<file path="src/rtl/rxring_pkg.sv">
package rxring_pkg;

  localparam int unsigned PW = 32;

  // Next address in the ring [lo, hi], wrapping at hi.
  function automatic logic [PW-1:0] ring_next(input logic [PW-1:0] p,
                                              input logic [PW-1:0] lo,
                                              input logic [PW-1:0] hi);
    return (p == hi) ? lo : p + 1;
  endfunction

  // Forward distance from 'from' to 'to' inside the ring [lo, hi].
  function automatic logic [PW-1:0] ring_dist(input logic [PW-1:0] from,
                                              input logic [PW-1:0] to,
                                              input logic [PW-1:0] lo,
                                              input logic [PW-1:0] hi);
    logic [PW-1:0] size;
    size = hi - lo + 1;
    return (to >= from) ? to - from : to + size - from;
  endfunction

endpackage

</file>
<file path="src/rtl/rxring_cfg.sv">
module rxring_cfg #(
  parameter int AW = 13
) (
  input  logic          clk,
  input  logic          rst_n,
  input  logic          rx_enable,
  input  logic          cfg_start_we,
  input  logic          cfg_end_we,
  input  logic [AW-1:0] cfg_wdata,
  input  logic          rd_barrier_we,
  input  logic [AW-1:0] rd_barrier_wdata,
  output logic [AW-1:0] start_q,
  output logic [AW-1:0] end_q,
  output logic [AW-1:0] barrier_q
);

  // Bounds are locked while receive runs.
  logic bound_open;
  assign bound_open = !rx_enable;

  always_ff @(posedge clk or negedge rst_n) begin
    if (!rst_n) begin
      start_q   <= '0;
      end_q     <= '1;
      barrier_q <= '1;
    end else begin
      if (bound_open && cfg_start_we) start_q <= cfg_wdata;
      if (bound_open && cfg_end_we)   end_q   <= cfg_wdata;
      if (rd_barrier_we)              barrier_q <= rd_barrier_wdata;
    end
  end

  assert_start_locked_R3: assert property (@(posedge clk) disable iff (!rst_n)
    rx_enable |=> $stable(start_q));
  assert_end_locked_R3: assert property (@(posedge clk) disable iff (!rst_n)
    rx_enable |=> $stable(end_q));
  assert_barrier_load_R9: assert property (@(posedge clk) disable iff (!rst_n)
    rd_barrier_we |=> (barrier_q == $past(rd_barrier_wdata)));

endmodule

</file>
<file path="src/rtl/rxring_wrctl.sv">
module rxring_wrctl
  import rxring_pkg::*;
#(
  parameter int AW = 13,
  parameter int CW = 16
) (
  input  logic          clk,
  input  logic          rst_n,
  input  logic          rx_enable,
  input  logic          in_valid,
  input  logic          in_last,
  input  logic          in_good,
  input  logic [AW-1:0] start_q,
  input  logic [AW-1:0] end_q,
  input  logic [AW-1:0] barrier_q,
  output logic          ram_we,
  output logic [AW-1:0] ram_addr,
  output logic [AW-1:0] commit_q,
  output logic [CW-1:0] drop_cnt_q
);

  logic          en_q;
  logic          lost_q;
  logic [AW-1:0] wptr_q;
  logic [AW-1:0] wptr_nx;

  // Named events for the assertions.
  logic load_ev, accept_ev, full_ev, lose_now, commit_ev, drop_ev;

  assign load_ev   = rx_enable && !en_q;
  assign accept_ev = rx_enable && en_q && in_valid;
  assign full_ev   = (wptr_q == barrier_q);
  assign lose_now  = lost_q || full_ev;
  assign commit_ev = accept_ev && in_last && in_good && !lose_now;
  assign drop_ev   = accept_ev && in_last && !commit_ev;

  assign ram_we   = accept_ev && !lose_now;
  assign ram_addr = wptr_q;
  assign wptr_nx  = AW'(ring_next(PW'(wptr_q), PW'(start_q), PW'(end_q)));

  always_ff @(posedge clk or negedge rst_n) begin
    if (!rst_n) begin
      en_q       <= 1'b0;
      lost_q     <= 1'b0;
      wptr_q     <= '0;
      commit_q   <= '0;
      drop_cnt_q <= '0;
    end else begin
      en_q <= rx_enable;
      if (load_ev) begin
        wptr_q   <= start_q;
        commit_q <= start_q;
        lost_q   <= 1'b0;
      end else if (accept_ev) begin
        if (in_last) begin
          lost_q <= 1'b0;
          if (commit_ev) begin
            wptr_q   <= wptr_nx;
            commit_q <= wptr_nx;
          end else begin
            wptr_q     <= commit_q;
            drop_cnt_q <= drop_cnt_q + 1'b1;
          end
        end else if (lose_now) begin
          lost_q <= 1'b1;
        end else begin
          wptr_q <= wptr_nx;
        end
      end
    end
  end

  assert_in_region_R2: assert property (@(posedge clk) disable iff (!rst_n)
    (ram_we && start_q <= end_q) |-> (ram_addr >= start_q && ram_addr <= end_q));
  assert_wrap_R2: assert property (@(posedge clk) disable iff (!rst_n)
    (ram_we && !in_last && wptr_q == end_q) |=> (wptr_q == $past(start_q)));
  assert_barrier_safe_R5: assert property (@(posedge clk) disable iff (!rst_n)
    ram_we |-> (ram_addr != barrier_q));
  assert_commit_only_on_event_R4: assert property (@(posedge clk) disable iff (!rst_n)
    !(commit_ev || load_ev) |=> $stable(commit_q));
  assert_drop_count_R6: assert property (@(posedge clk) disable iff (!rst_n)
    drop_ev |=> (drop_cnt_q == $past(drop_cnt_q) + 1'b1));
  assert_rollback_R6: assert property (@(posedge clk) disable iff (!rst_n)
    drop_ev |=> (wptr_q == commit_q));
  assert_enable_load_R8: assert property (@(posedge clk) disable iff (!rst_n)
    load_ev |=> (wptr_q == $past(start_q) && commit_q == $past(start_q)));

endmodule

</file>
<file path="src/rtl/rxring_space.sv">
module rxring_space
  import rxring_pkg::*;
#(
  parameter int AW = 13
) (
  input  logic [AW-1:0] start_q,
  input  logic [AW-1:0] end_q,
  input  logic [AW-1:0] commit_q,
  input  logic [AW-1:0] barrier_q,
  output logic [AW:0]   free_bytes
);

  assign free_bytes = (AW+1)'(ring_dist(PW'(commit_q), PW'(barrier_q),
                                        PW'(start_q), PW'(end_q)));

  always_comb begin
    if (commit_q == barrier_q)
      assert_full_zero_R7: assert (free_bytes == '0);
  end

endmodule

</file>
<file path="src/rtl/rxring_mgr.sv">
module rxring_mgr #(
  parameter int AW = 13,
  parameter int CW = 16
) (
  input  logic          clk,
  input  logic          rst_n,
  input  logic          rx_enable,
  input  logic          cfg_start_we,
  input  logic          cfg_end_we,
  input  logic [AW-1:0] cfg_wdata,
  input  logic          rd_barrier_we,
  input  logic [AW-1:0] rd_barrier_wdata,
  input  logic          in_valid,
  input  logic [7:0]    in_data,
  input  logic          in_last,
  input  logic          in_good,
  output logic          ram_we,
  output logic [AW-1:0] ram_addr,
  output logic [7:0]    ram_wdata,
  output logic [AW-1:0] region_start,
  output logic [AW-1:0] region_end,
  output logic [AW-1:0] rd_barrier,
  output logic [AW-1:0] commit_ptr,
  output logic [AW:0]   free_bytes,
  output logic [CW-1:0] drop_count
);

  logic [AW-1:0] start_q, end_q, barrier_q, commit_q;

  rxring_cfg #(.AW(AW)) u_cfg (
    .clk(clk), .rst_n(rst_n), .rx_enable(rx_enable),
    .cfg_start_we(cfg_start_we), .cfg_end_we(cfg_end_we), .cfg_wdata(cfg_wdata),
    .rd_barrier_we(rd_barrier_we), .rd_barrier_wdata(rd_barrier_wdata),
    .start_q(start_q), .end_q(end_q), .barrier_q(barrier_q)
  );

  rxring_wrctl #(.AW(AW), .CW(CW)) u_wrctl (
    .clk(clk), .rst_n(rst_n), .rx_enable(rx_enable),
    .in_valid(in_valid), .in_last(in_last), .in_good(in_good),
    .start_q(start_q), .end_q(end_q), .barrier_q(barrier_q),
    .ram_we(ram_we), .ram_addr(ram_addr),
    .commit_q(commit_q), .drop_cnt_q(drop_count)
  );

  rxring_space #(.AW(AW)) u_space (
    .start_q(start_q), .end_q(end_q), .commit_q(commit_q),
    .barrier_q(barrier_q), .free_bytes(free_bytes)
  );

  assign ram_wdata    = in_data;
  assign region_start = start_q;
  assign region_end   = end_q;
  assign rd_barrier   = barrier_q;
  assign commit_ptr   = commit_q;

  assert_reset_quiet_R1: assert property (@(posedge clk)
    !rst_n |-> !ram_we);

endmodule

</file>
<file path="config.mk">
export PLATFORM = sky130hd
export DESIGN_NAME = rxring_mgr
export DESIGN_NICKNAME = d
export VERILOG_FILES = /design/src/rtl/rxring_pkg.sv /design/src/rtl/rxring_cfg.sv /design/src/rtl/rxring_wrctl.sv /design/src/rtl/rxring_space.sv /design/src/rtl/rxring_mgr.sv
export SDC_FILE = /design/constraint.sdc
export NUM_CORES = 1
export LEC_CHECK = 0
export ABC_AREA = 1
export CORE_AREA = 5 5 137 126
export DETAILED_ROUTE_END_ITERATION = 7
export DIE_AREA = 0 0 142 131
export PLACE_DENSITY = 0.83
export RECOVER_POWER = 100
export SETUP_SLACK_MARGIN = 0.2
export SLEW_MARGIN = 20
export SYNTH_ARGS = -nofsm -noshare
export SYNTH_HDL_FRONTEND = slang
export SYNTH_SLANG_ARGS = --single-unit
</file>
<file path="constraint.sdc">
create_clock -name clk -period 9.1 [get_ports clk]
set_clock_uncertainty 0.2 [all_clocks]
set_input_delay 1.82 -clock clk [delete_from_list [all_inputs] [get_ports clk]]
set_output_delay 1.82 -clock clk [all_outputs]
set_load 0.01 [all_outputs]
</file>
==> qor.csv <==
stage,metric,value,unit
outcome,status,"complete, but fails checks",
outcome,violations,"max-capacitance violations, max-slew violations",
routing,drt_iter0_drc,807,
global_route,grt-ovfl-total,0,
power,seq_power_share,25.2,%
routing,postRouteAntennaNets,0,
timing,hold_viol_final,0,
clocking,cts-htree-levels,3,
critical_path,crit_slowest_cell,dlygate4sd3_1,
global_route,gr-usage-all-layers,23.1,%
yosys,ys_types,38,
global_route,grt_pass1_wl,34100,um
routing,vias,7022,
critical_path,path_delay_family,buffers and inverters,
finish,antennaDiodeCount,0,
power,p_sw,0.000958,W
floorplanning,die_height,131,um
min_path,worstHoldPathCells,2,
timing,fmax,163,MHz
power,power,0.00214,W
yosys,synth_top_area_share,20.2,%
routing,wl_per_cell,15.8,um
clocking,cts_hold_buf,0,
critical_path,startpoint_type,flop,
power,cellPowerDensity,248,nW/um^2
routing,wirelength,21200,um
timing,final.period_utilization,67.3,%
finish,drive_above_1_share,5.82,%
yosys,synth_area_leader_cell,dfrtp_1,
clocking,cts_sinks,83,
critical_path,cp_max_fo,16,
critical_path,cp.required,7.08,ns
critical_path,r2r_end,u_wrctl.drop_cnt_q[12],
critical_path,cp_data_arrival_time,4.11,ns
clocking,ctsLongestPathBuffers,2,
critical_path,reg2reg_slack,5.65,ns
finish,nets,1228,
yosys,synthCells,1020,
timing,worstMarginPinSlew,4.47,ns
global_route,antenna_found_initial,0,
timing,min_period,6.13,ns
timing,slew_headroom,-198,%
routing,first_pass_iters,6,
min_path,min_to,u_cfg.end_q[0],
yosys,ys_ff_latch,83,
critical_path,cp-end-kind,output pin,
yosys,yosys_warnings,0,
placement,place_area,8400,sq um
floorplanning,die_w,142,um
clocking,post_cts_buffers,0,
critical_path,rr_worst_depth,11,
min_path,min_path_type,reg2reg,
timing,drv_slew,84,
yosys,async_reset_ff_share,100,%
floorplanning,initial_core_util,44.8,%
yosys,synthTopCellsByArea,"dfrtp_1, nand2_1, dfstp_2",
timing,setup_ws,2.97,ns
power,combPwrFrac,57.6,%
power,internal_power,0.00118,W
finish,fillers,1529,
timing,rsz0062_at_grt,false,
critical_path,worst_path_most_repeated_cell,inv_1,
routing,drc_errors,0,
floorplanning,ios,147,
floorplanning,rows,44,
clocking,cts_tree,done,
yosys,syn_nets,1119,
yosys,syn_avg_cell_area,6.91,sq um
critical_path,crit_chain,inv_1 -> ha_1 -> fa_1 -> nand3b_1 -> nand2_1 -> inv_1 -> o21ai_0 -> nand3_1 -> nand3_1 -> inv_1 -> o21ai_0 -> dlygate4sd3_1,
power,p_clk_share,17.2,%
floorplanning,core_area,15700,sq um
placement,gp_congestion,0.932,
yosys,synth_edf_count,0,
clocking,clk_pin_slew_worst_paths,0.07,ns
power,netSwitchingFraction,44.7,%
finish,regArea,2110,sq um
timing,finalSetupTns,0,ns
critical_path,crit_type,reg2out,
run,drv_cap,1,
timing,report.final.setup_viol,0,
finish,fin_util,55.0,%
placement,pre_cts_ws,3.50,ns
yosys,mappedNetlistArea,7050,sq um
yosys,synthFlopType,dfrtp_1,
clocking,root_buffer,clkbuf_16,
critical_path,r2r-start,u_cfg.barrier_q[10],
placement,portBuffers,130,
critical_path,cp.buffers_inverters,4,
global_route,grt_pass1_vias,6691,
finish,multi_input_area,4110,sq um
finish,final_cell_area,8660,sq um
power,worst_ir_drop_vdd,0.205,mV
placement,dp_hpwl,16700,um
global_route,grt_max_degree,84,
critical_path,cp_slowest_stage_delay,0.63,ns
power,leakage,4.52,nW
yosys,ys_seq_area_share,29.9,%
floorplanning,dieArea,18600,sq um
clocking,clkLatencyLatePin,0.35,ns
finish,areaGrowthSynthToFinish,22.8,%
clocking,cts_resized,0,
min_path,hp-start,u_cfg.end_q[0],
routing,vias_per_cell,5.24,
clocking,numCtsBuffers,9,
==> power groups by stage <==
stage               clock [W]  combinational (W)  sequential (W)
floorplan                   0           0.000801        0.000529
global placement            0            0.00125        0.000541
detailed placement          0            0.00128        0.000542
CTS                  0.000373            0.00128        0.000538
global route         0.000384            0.00140        0.000548
finish               0.000368            0.00124        0.000540
==> kinds of logic (layout without fill, tap and decap cells) <==
group           count (synthesis)  in the layout  synth area share, %
xor+xnor                       42             42                 5.22
fa+ha+maj                      56             56                 12.8
buf+inv                       190            304                 11.3
flops                          83             83                 29.9
simple gates                  546            546                 32.9
compound gates                103            103                 7.78
==> Yosys cell counts (2+ instances only) <==
| cell type | count |
|---|---|
| xor2_1 | 28 |
| xnor2_1 | 14 |
| nor3_1 | 12 |
| o21ai_1 | 8 |
| buf_6 | 3 |
| nand2_4 | 2 |
| nor2_1 | 41 |
| nor4_1 | 3 |
| inv_1 | 147 |
| ha_1 | 29 |
| nand4_1 | 21 |
| nor2_4 | 2 |
| nand2_1 | 369 |
| clkbuf_1 | 10 |
| buf_2 | 3 |
| o21bai_1 | 5 |
| buf_4 | 15 |
| dfstp_2 | 26 |
| nor2_2 | 3 |
| nand3_2 | 2 |
| inv_2 | 9 |
| a21oi_1 | 25 |
| a21o_1 | 2 |
| dfrtp_1 | 57 |
| o21ai_0 | 59 |
| nand3_1 | 76 |
| fa_1 | 27 |
| nand2_2 | 12 |
==> area by class of cell <==
cell class	count	area share (%)
Clock inverter	4	0.607
Clock buffer	12	2.73
Multi-Input combinational cell	747	47.5
Inverter	158	6.87
Timing Repair Buffer	130	15.0
Sequential cell	83	24.4
Tap cell	207	2.99
==> cells in the final DEF, fill, tap and decap left out, types with 9 or more instances in the layout <==
cell and count:
nand2_2 12, fa_1 27, nand2_1 370, nand3_1 78, a21oi_1 25, clkdlybuf4s50_1 34, dfrtp_1 57, xnor2_1 14
dlygate4sd3_1 95, inv_1 148, nand4_1 21, nor3_1 12, nor2_1 42, xor2_1 28, clkbuf_16 9, o21ai_0 64
dfstp_2 26, ha_1 29
==> flip-flops by register name, indices dropped and copies added (netlist names) <==
register            cells
u_cfg.start_q          13
u_cfg.barrier_q        13
u_wrctl.ram_addr       13
u_cfg.end_q            13
u_wrctl.lost_q          1
u_wrctl.commit_q       13
u_wrctl.drop_cnt_q     16
u_wrctl.en_q            1
==> worst max path at each step <==
stage	from	endpoint	slack [ns]	depth (start not counted)
after floorplan	u_cfg.barrier_q[2]	free_bytes[11]	4.25	12
after global placement	rx_enable	ram_we	3.57	6
after detailed placement	u_cfg.barrier_q[2]	free_bytes[11]	3.50	13
after CTS	u_cfg.barrier_q[2]	free_bytes[11]	3.12	13
after global routing	rst_n	u_wrctl.ram_addr[2]	2.35	1
final	u_cfg.barrier_q[0]	free_bytes[0]	2.97	12
==> per-layer routing <==
metal / GRT usage (%) / share of wire (%) / wire length [um]
met4: 8.41 / 2.6 / 556
met2: 36.2 / 44 / 9400
met3: 3.42 / 9.1 / 1920
met1: 32.6 / 44 / 9320
met5: 0 / 0 / 0
==> worst reg2reg max path, cell delays in order (launching register included) <==
cell and delay (ns):
dfstp_2 0.59, inv_1 0.11, nand2_1 0.07, nand2_1 0.04
nand3_1 0.09, nor2_2 0.07, nand2_4 0.08, nand3b_1 0.48
nand2_1 0.52, clkinvlp_2 0.70, o21ai_0 0.27, o21ai_1 0.10
==> metrics by stage <==
stage	std cells	hold WS, ns
6_report	1341	0.315
5_1_grt	1341	0.342
4_1_cts	1341	0.319
3_5_place_dp	1325	0.308
3_3_place_gp	1325	0.290
2_1_floorplan	1020	0.301
(Power assumes the default switching activity.)
